<file path="src/rtl/stream_prefetcher.sv">
module stream_prefetcher #(
  parameter int BA_W   = 26,
  parameter int DATA_W = 32,
  parameter int NS     = 8,
  parameter int DEPTH  = 4,
  parameter int PG_W   = 6
) (
  input  logic              clk,
  input  logic              rst_n,
  input  logic              mode_strided,
  input  logic [PG_W-1:0]   stride_cfg,
  input  logic              miss_valid,
  input  logic [BA_W-1:0]   miss_blk,
  output logic              hit_valid,
  output logic [$clog2(NS)-1:0] hit_sid,
  output logic [DATA_W-1:0] hit_data,
  output logic              req_valid,
  input  logic              req_ready,
  output logic [BA_W-1:0]   req_blk,
  output logic [$clog2(NS)-1:0] req_sid,
  input  logic              rsp_valid,
  input  logic [$clog2(NS)-1:0] rsp_sid,
  input  logic [DATA_W-1:0] rsp_data
);
  localparam int SID_W = $clog2(NS);
  localparam int CW    = $clog2(DEPTH + 1);
  localparam int PW    = $clog2(DEPTH);
  localparam int TW    = BA_W - PG_W;

  logic              vld  [NS];
  logic [TW-1:0]     pg   [NS];
  logic [PG_W:0]     nof  [NS];
  logic [PG_W-1:0]   hof  [NS];
  logic [PG_W-1:0]   str  [NS];
  logic [CW-1:0]     cnt  [NS];
  logic [CW-1:0]     fill [NS];
  logic [CW-1:0]     drop [NS];
  logic [PW-1:0]     rp   [NS];
  logic [PW-1:0]     wp   [NS];
  logic [DATA_W-1:0] mem  [NS][DEPTH];

  logic [SID_W-1:0] aptr, rr, sel, idx;
  logic             any_match, alloc;
  logic [NS-1:0]    el, iss_v, pop_v, rs_v, wr_v;
  logic [PG_W-1:0]  seff;

  wire [TW-1:0]   mpg  = miss_blk[BA_W-1:PG_W];
  wire [PG_W-1:0] moff = miss_blk[PG_W-1:0];

  assign seff = (mode_strided && stride_cfg != '0) ? stride_cfg : PG_W'(1);

  always_comb begin
    hit_valid = 1'b0;
    hit_sid   = '0;
    any_match = 1'b0;
    for (int s = NS - 1; s >= 0; s--) begin
      if (miss_valid && vld[s] && cnt[s] != '0 && pg[s] == mpg && hof[s] == moff) begin
        any_match = 1'b1;
        if (fill[s] != '0) begin
          hit_valid = 1'b1;
          hit_sid   = SID_W'(s);
        end
      end
    end
    alloc = miss_valid && !any_match;
  end

  assign hit_data = mem[hit_sid][rp[hit_sid]];

  always_comb begin
    for (int s = 0; s < NS; s++)
      el[s] = vld[s] && cnt[s] < CW'(DEPTH) && !nof[s][PG_W] && drop[s] == '0 &&
              !(alloc && aptr == SID_W'(s));
    req_valid = 1'b0;
    sel = '0;
    idx = '0;
    for (int k = 0; k < NS; k++) begin
      idx = rr + SID_W'(k);
      if (!req_valid && el[idx]) begin
        req_valid = 1'b1;
        sel = idx;
      end
    end
    for (int s = 0; s < NS; s++) begin
      iss_v[s] = req_valid && req_ready && sel == SID_W'(s);
      pop_v[s] = hit_valid && hit_sid == SID_W'(s);
      rs_v[s]  = rsp_valid && rsp_sid == SID_W'(s);
      wr_v[s]  = rs_v[s] && drop[s] == '0;
    end
  end

  assign req_sid = sel;
  assign req_blk = {pg[sel], nof[sel][PG_W-1:0]};

  always_ff @(posedge clk) begin
    if (!rst_n) begin
      aptr <= '0;
      rr   <= '0;
      for (int s = 0; s < NS; s++) begin
        vld[s] <= 1'b0;  pg[s] <= '0;   nof[s] <= '0;  hof[s] <= '0;
        str[s] <= '0;    cnt[s] <= '0;  fill[s] <= '0; drop[s] <= '0;
        rp[s]  <= '0;    wp[s] <= '0;
      end
    end else begin
      if (req_valid && req_ready) rr <= sel + 1'b1;
      if (alloc) aptr <= aptr + 1'b1;
      for (int s = 0; s < NS; s++) begin
        if (alloc && aptr == SID_W'(s)) begin
          vld[s]  <= 1'b1;
          pg[s]   <= mpg;
          str[s]  <= seff;
          nof[s]  <= {1'b0, moff} + {1'b0, seff};
          hof[s]  <= moff + seff;
          cnt[s]  <= '0;
          fill[s] <= '0;
          rp[s]   <= '0;
          wp[s]   <= '0;
          drop[s] <= drop[s] + cnt[s] - fill[s] - CW'(rs_v[s]);
        end else begin
          if (iss_v[s]) nof[s] <= nof[s] + {1'b0, str[s]};
          cnt[s]  <= cnt[s] + CW'(iss_v[s]) - CW'(pop_v[s]);
          fill[s] <= fill[s] + CW'(wr_v[s]) - CW'(pop_v[s]);
          if (wr_v[s]) begin
            mem[s][wp[s]] <= rsp_data;
            wp[s] <= wp[s] + 1'b1;
          end
          if (pop_v[s]) begin
            rp[s]  <= rp[s] + 1'b1;
            hof[s] <= hof[s] + str[s];
          end
          if (rs_v[s] && !wr_v[s]) drop[s] <= drop[s] - 1'b1;
        end
      end
    end
  end

  for (genvar g = 0; g < NS; g++) begin : g_chk
    a_r2_cnt_bound: assert property (@(posedge clk) disable iff (!rst_n)
      cnt[g] <= CW'(DEPTH));
    a_r2_cnt_step: assert property (@(posedge clk) disable iff (!rst_n)
      1'b1 |=> cnt[g] <= $past(cnt[g]) + 1'b1);
    a_r7_fill_le_cnt: assert property (@(posedge clk) disable iff (!rst_n)
      fill[g] <= cnt[g]);
    a_r8_rsp_expected: assert property (@(posedge clk) disable iff (!rst_n)
      (rsp_valid && rsp_sid == SID_W'(g) && drop[g] == '0) |-> fill[g] < cnt[g]);
  end
endmodule

</file>
<file path="config.mk">
export PLATFORM = sky130hd
export DESIGN_NAME = stream_prefetcher
export DESIGN_NICKNAME = d
export VERILOG_FILES = /design/src/rtl/stream_prefetcher.sv
export SDC_FILE = /design/constraint.sdc
export NUM_CORES = 2
export LEC_CHECK = 0
export BUFFER_PORTS_ARGS = -buffer_cell sky130_fd_sc_hd__buf_2
export CORE_ASPECT_RATIO = 1.4
export CORE_MARGIN = 5
export CORE_UTILIZATION = 30
export DETAILED_ROUTE_END_ITERATION = 8
export PLACE_DENSITY = 0.43
export SKIP_LAST_GASP = 1
export SYNTH_ARGS = -nofsm -noshare
export SYNTH_HDL_FRONTEND = slang
export SYNTH_SLANG_ARGS = --single-unit
</file>
<file path="constraint.sdc">
create_clock -name clk -period 14.5 [get_ports clk]
set_input_delay 1.45 -clock clk [delete_from_list [all_inputs] [get_ports clk]]
set_output_delay 1.45 -clock clk [all_outputs]
set_load 0.02 [all_outputs]
</file>
* Word level (Yosys, flattened, before mapping)
Memory sizes are Yosys's and may differ from the RTL's.
Index checks and enable logic that the tools add are counted.
** Storage, ports and cells
- Register bits after elaboration :: 6
- Memory bits (writable) :: 1448
- Output and inout bits :: 66
- Logic and storage cells :: 974
- Memories :: 11
** Memory list
- mem :: words 8, bits a word 128, read ports 1, clocked after memory_dff 0, wr ports 1, RTL line 40 : logic [DATA_W-1:0] mem [NS][DEPTH];
- pg :: words 8, bits a word 20, read ports 9, clocked after memory_dff 0, wr ports 8, RTL line 31 : logic [TW-1:0] pg [NS];
- nof :: words 8, bits a word 7, read ports 9, clocked after memory_dff 0, wr ports 8, RTL line 32 : logic [PG_W:0] nof [NS];
- hof :: words 8, bits a word 6, read ports 8, clocked after memory_dff 0, wr ports 8, RTL line 33 : logic [PG_W-1:0] hof [NS];
- str :: words 8, bits a word 6, read ports 8, clocked after memory_dff 0, wr ports 8, RTL line 34 : logic [PG_W-1:0] str [NS];
- cnt :: words 8, bits a word 3, read ports 8, clocked after memory_dff 0, wr ports 8, RTL line 35 : logic [CW-1:0] cnt [NS];
- 5 more memories
** Operators by class
- Add/subtract/negate cells :: 107
- $lt $le $gt $ge :: 33
- Eq/ne operators :: 44
- Muxes and demuxes :: 434
- Bitwise operators :: 145
- Reductions and logical operators :: 198
** Operators by type and width (count)
- two-way mux 128 bit :: 22
- OR reduction 128 bit :: 7
- demux 32 bit (select 2 bit) :: 8
- two-way mux 32 bit :: 10
- two-way mux 3 bit :: 79
- two-way mux 1 bit :: 225
- == test 20 bit :: 8
- two-way mux 20 bit :: 8
- two-way mux 6 bit :: 25
- OR 1 bit :: 136
- logical AND 1 bit :: 130
- two-way mux 7 bit :: 16
- subtractor 3 x 1 -> 3 bit :: 24
- binary-select mux 32 bit (select 2 bit) :: 1
- two-way mux 2 bit :: 32
- adder 7 x 6 -> 7 bit :: 8
- adder 6 bit :: 9
- adder 3 x 1 -> 3 bit :: 16
- == test 3 bit, second input constant :: 16
- == test 6 bit :: 8
- nonzero test 3 bit :: 16
- zero test 3 bit :: 12
- adder 2 x 1 -> 2 bit, second input constant :: 16
- zero test 1 bit :: 32
- 16 further kinds :: 97

* Depth between registers and ports, before layout
- Depth after elaboration :: 48
- Depth in mapped cells :: 30

* Worst setup path before layout
Ideal clock, no wire load.
- Kind :: input -> output
- Start :: input port miss_blk[12]
- End :: output port req_blk[24]
- Data arrival time :: 5895 ps
- Required time :: 13050 ps
- Setup slack :: 7155 ps
- Stages :: 22
- Buffers on the path :: 7
- Path through :: buf_4 xor2_1 or4_4 nor4_4 a32oi_1 and4b_1 buf_6 buf_6 nand2_1 buf_4 a221oi_1 nor4_4 nor2b_1 a221oi_2 o311ai_4 or2_1 buf_2 inv_2 buf_6 buf_4 a211oi_1 nor4_1
** Between the ends
- Cells in the longest elaborated chain, start to end :: 41
- Elaborated cells between the ends (all ways) :: 104
** RTL lines
- start: declaration :: RTL line 13 : input logic [BA_W-1:0] miss_blk,
- == test 20 bit :: RTL line 57 : if (miss_valid && vld[s] && cnt[s] != '0 && pg[s] == mpg && hof[s] == moff) begin
- logical AND 1 bit (2 in a row) :: RTL line 57
- two-way mux 1 bit (7 in a row) :: RTL line 57
- two-way mux 1 bit (*) :: RTL line 57
- zero test 1 bit (*) :: RTL line 65 : alloc = miss_valid && !any_match;
- logical AND 1 bit (*) :: RTL line 65
- logical AND 1 bit :: RTL line 73 : !(alloc && aptr == SID_W'(s));
- zero test 1 bit :: RTL line 73
- [... 19 more ...]
- zero test 1 bit :: RTL line 79 : if (!req_valid && el[idx]) begin
- logical AND 1 bit :: RTL line 79
- two-way mux 1 bit :: RTL line 79
- zero test 1 bit :: RTL line 79
- logical AND 1 bit :: RTL line 79
- two-way mux 3 bit (*) :: RTL line 79
- named net req_sid[1] :: RTL line 20 : output logic [$clog2(NS)-1:0] req_sid,
- memory read (8 x 20 bit) (*)
- end: declaration :: RTL line 19 : output logic [BA_W-1:0] req_blk,
Mark *: on every way through the listed nets, which the timed path passes. The rest lies on a longest branch. The select of a mux whose other input is x is not followed.

* Worst setup path in the final report
- Start :: input port miss_blk[3]
- End :: output port req_blk[24]
** Between the ends
- Cells in the longest elaborated chain, start to end :: 40
- Elaborated cells between the ends (all ways) :: 96
** RTL lines (RTL line)
- == test 6 bit :: 57
- logical AND 1 bit :: 57
- two-way mux 1 bit (7 in a row) :: 57
- two-way mux 1 bit (*) :: 57
- zero test 1 bit (*) :: 65
- logical AND 1 bit (*) :: 65
- logical AND 1 bit :: 73
- zero test 1 bit :: 73
- [... 18 more ...]
- two-way mux 1 bit :: 79
- zero test 1 bit :: 79
- logical AND 1 bit :: 79
- two-way mux 1 bit :: 79
- zero test 1 bit :: 79
- logical AND 1 bit :: 79
- two-way mux 3 bit (*) :: 79
- memory read (8 x 20 bit) (*)
Every way passes the cells marked *; elsewhere a longest branch is shown, timed or not. The select of a mux whose other input is x is not followed.

==> flow_metrics.tcl <==
set metrics [dict create \
    maxCapViolCount 0 \
    overflow 0 \
    syn_inst 5222 \
    num_rows 211 \
    power.leakage_nw 30.5 \
    gp_congestion 0.929 \
    period_share 0.727 \
    register_area_mm2 0.0436 \
    avgRoutedWirePerCell_um 28.6 \
    worstHoldStart "vld[0][3]$_DFF_P_" \
    syn_area_per_cell_um2 13.6 \
    root_buffer "clkbuf_16" \
    met2_usage 0.354 \
    power.density_mw_per_mm2 158 \
    cts.sinks 1454 \
    crit_required_ns 13.05 \
    cts.htree.levels 4 \
    area_delta_synth_final_pct 13.5 \
    cp_max_fo 55 \
    hp-class "flop to flop" \
    synthArstFlopShare 0 \
    synth_area_mm2 0.0708 \
    nNetsFinal 5712 \
    yosysWarnings 0 \
    path_cells "buf_2 > xor2_1 > or4_1 > nor3_1 > nand4_1 > and4b_1 > buf_4 > nand2_1 > buf_4 > a22o_1 > mux4_2 > nor2_1 > a221oi_1 > nor4_4 > buf_4 > or2_1 > clkinv_2 > buf_4 > a211oi_1 > nor4_1 > buf_2" \
    critPathBufInv 7 \
    cts_resized 0 \
    max_freq_ghz 0.0949 \
    synth_top_cells_by_area "edfxtp_1, mux2i_1, mux2_2" \
    cp.arrival_ns 9.09 \
    clock_latency_ns 0.84 \
    dieArea_mm2 0.246 \
    coreArea_mm2 0.235 \
    synth_seq_cells 1454 \
    grt.busiest_layer "met2" \
    wl_mm 246 \
    yosysSeqAreaShare 0.615 \
    grt_pass1_vias 44573 \
    crit_top_cell "buf_4" \
    period_needed_ns 10.54 \
    nFillCells 23229 \
    crit_type "input pin to primary output" \
    ff2ff_setup_slack_ns 5.91 \
    status "finished, final reports clean" \
    start_util 0.301 \
    finalClockSkew_ns 0.0632 \
    rsz0062_at_grt "no" \
    use_met1 0.227 \
    multiInputGateArea_mm2 0.0255 \
    dr.pass1.iters 5 \
    dp_hpwl_mm 152 \
    final-setup-viol-count 0 \
    antenna_found_initial 19 \
    hold_ws_ns 0.490 \
    cts_buffer_depth 4 \
    vias_per_cell 5.03 \
    finalHoldViolCount 0 \
    io_buffers 138 \
    postCtsSetupBuffers 0 \
    tns_ns 0 \
    yosysMostFrequentCell "edfxtp_1" \
    start_kind "input pin" \
    synth_cell_types 80 \
    cp_slowest_cell "nor4_1" \
    synth_edf_count 1443 \
    chipWidth_um 421 \
    cp_slowest_stage_delay_ns 0.83 \
    cts_tree "yes" \
    grt_max_degree 142 \
    cts_hold_buffers 0 \
    route.vias.total 43212 \
    ios 139 \
    cp_top_family "simple AND/OR/NAND/NOR gates" \
    cts_buffers 168 \
    crit_start "miss_blk[3]" \
    ant_nets 0 \
    synthFlopType "edfxtp_1" \
    finalMaxSlewViolations 0 \
    drive_gt1_frac 0.152 \
    drt-initial-drc-count 2834 \
    die_y_um 585 \
    vdd_drop_max_mv 0.356 \
    grt_pass1_wl_mm 342 \
    relSlewSlack 0.149 \
    synth_commonest_cells "edfxtp_1, nor2_1, mux2i_1" \
    globalRouteTotalUtil 0.196 \
    tightest_slew_ns 1.28 \
    regToRegStartpoint "cnt[0][1]$_SDFFCE_PN0P_" \
    synth_top_area_cell "edfxtp_1" \
    worstSetupEndpointType "primary output" \
    yosysTopAreaCellShare 0.612 \
    route.detailed.drc 0 \
    path_clk_slew_ns 0.06 \
    grt_use_met3 0.0257 \
]
[worst register-to-register path, delay by kind of cell, from the launching register on]
| kind | cells | cell delay [ns] |
|---|---|---|
| simple gates | 10 | 3.03 |
| buf+inv | 4 | 1.71 |
| fa+ha+maj | 3 | 1.33 |
| compound gates | 3 | 0.93 |
| mux | 1 | 0.56 |
| flops | 1 | 0.48 |
| xor+xnor | 2 | 0.31 |
[state kept, by name (all words and copies together), names as in the netlist]
| name | flops |
|---|---|
| pg | 160 |
| mem | 1024 |
| fill | 24 |
| rr | 3 |
| drop | 24 |
| cnt | 24 |
| hof | 48 |
| vld | 8 |
| str | 48 |
| wp | 16 |
| rp | 16 |
| nof | 56 |
| aptr | 3 |
[per-layer routing]
| layer | up-vias | wire length [µm] |
|---|---|---|
| met5 | - | 60 |
| met4 | 10 | 14000 |
| met3 | 484 | 8940 |
| met2 | 981 | 126000 |
| met1 | 22262 | 96700 |
| li1 | 19475 | - |
[where the power goes]
part	internal, W	leakage [nW]	switching [W]
combinational	0.00108	14.3	0.00255
clock	0.00237	2.53	0.00175
sequential	0.00477	13.6	0.000152
[area by class of cell]
cell class,instances,area share
Antenna cell,8,0.000249
Clock buffer,202,0.0553
Clock inverter,82,0.00856
Inverter,259,0.0123
Multi-Input combinational cell,3285,0.318
Sequential cell,1454,0.542
Tap cell,3088,0.0481
Timing Repair Buffer,210,0.0159
[cell usage in the layout, fill, tap and decap left out, types with 11 or more instances in the layout]
cell and instances:
inv_1 251, a211oi_2 21, a211oi_1 94, a21oi_1 331, bufinv_16 11, o22ai_1 33, and2_1 25, nand3_1 27
dfxtp_1 11, ha_1 196, mux2i_1 471, nor3_1 52, xor2_1 184, nand2_1 147, clkbuf_16 173, fa_1 65
nor4_1 59, nand4_1 30, o21ai_0 76, or3_1 13, nand2b_1 32, xnor2_1 189, clkinv_1 38, a21o_1 51
conb_1 48, mux2_2 298, nor2b_1 16, o21a_1 107, buf_4 68, buf_2 138, clkbuf_1 28, nor2_1 540
and3_1 35, and3_4 32, edfxtp_1 1443, clkinv_2 29
[per-stage QoR]
stage                     total power [W]  area, µm²  cells  utilization  worst slack, ns
after floorplan                   0.00722      71000   5269            -             7.16
after global placement            0.00861      75200   8296        0.319             4.08
after detailed placement          0.00863      75200   8296        0.319             4.03
after CTS                          0.0128      80400   8580        0.341             4.01
after global routing               0.0132      80400   8581        0.341             3.62
final                              0.0127      80400   8588        0.341             3.96
[worst paths after layout]
| check | to | cells after the start |
|---|---|---|
| setup reg to reg | cnt[0][2]$_SDFFCE_PN0P_ | 23 |
| hold reg to reg | vld[0][3]$_DFF_P_ | 1 |
| setup / recovery | req_blk[24] | 21 |
| hold / removal | vld[0][3]$_DFF_P_ | 1 |
[cells by family after synthesis]
kind of cell,after synthesis,share of synthesized area
AOI/OAI and AO/OA,778,0.0706
and+or+nand+nor,1046,0.0684
buffers and inverters,530,0.0301
xor gates and xnor gates,375,0.0464
muxes,777,0.116
DFF,1454,0.615
adders and majority gates,261,0.0530
other,1,0.0000530
No activity file was read; power rests on OpenSTA's default activity.
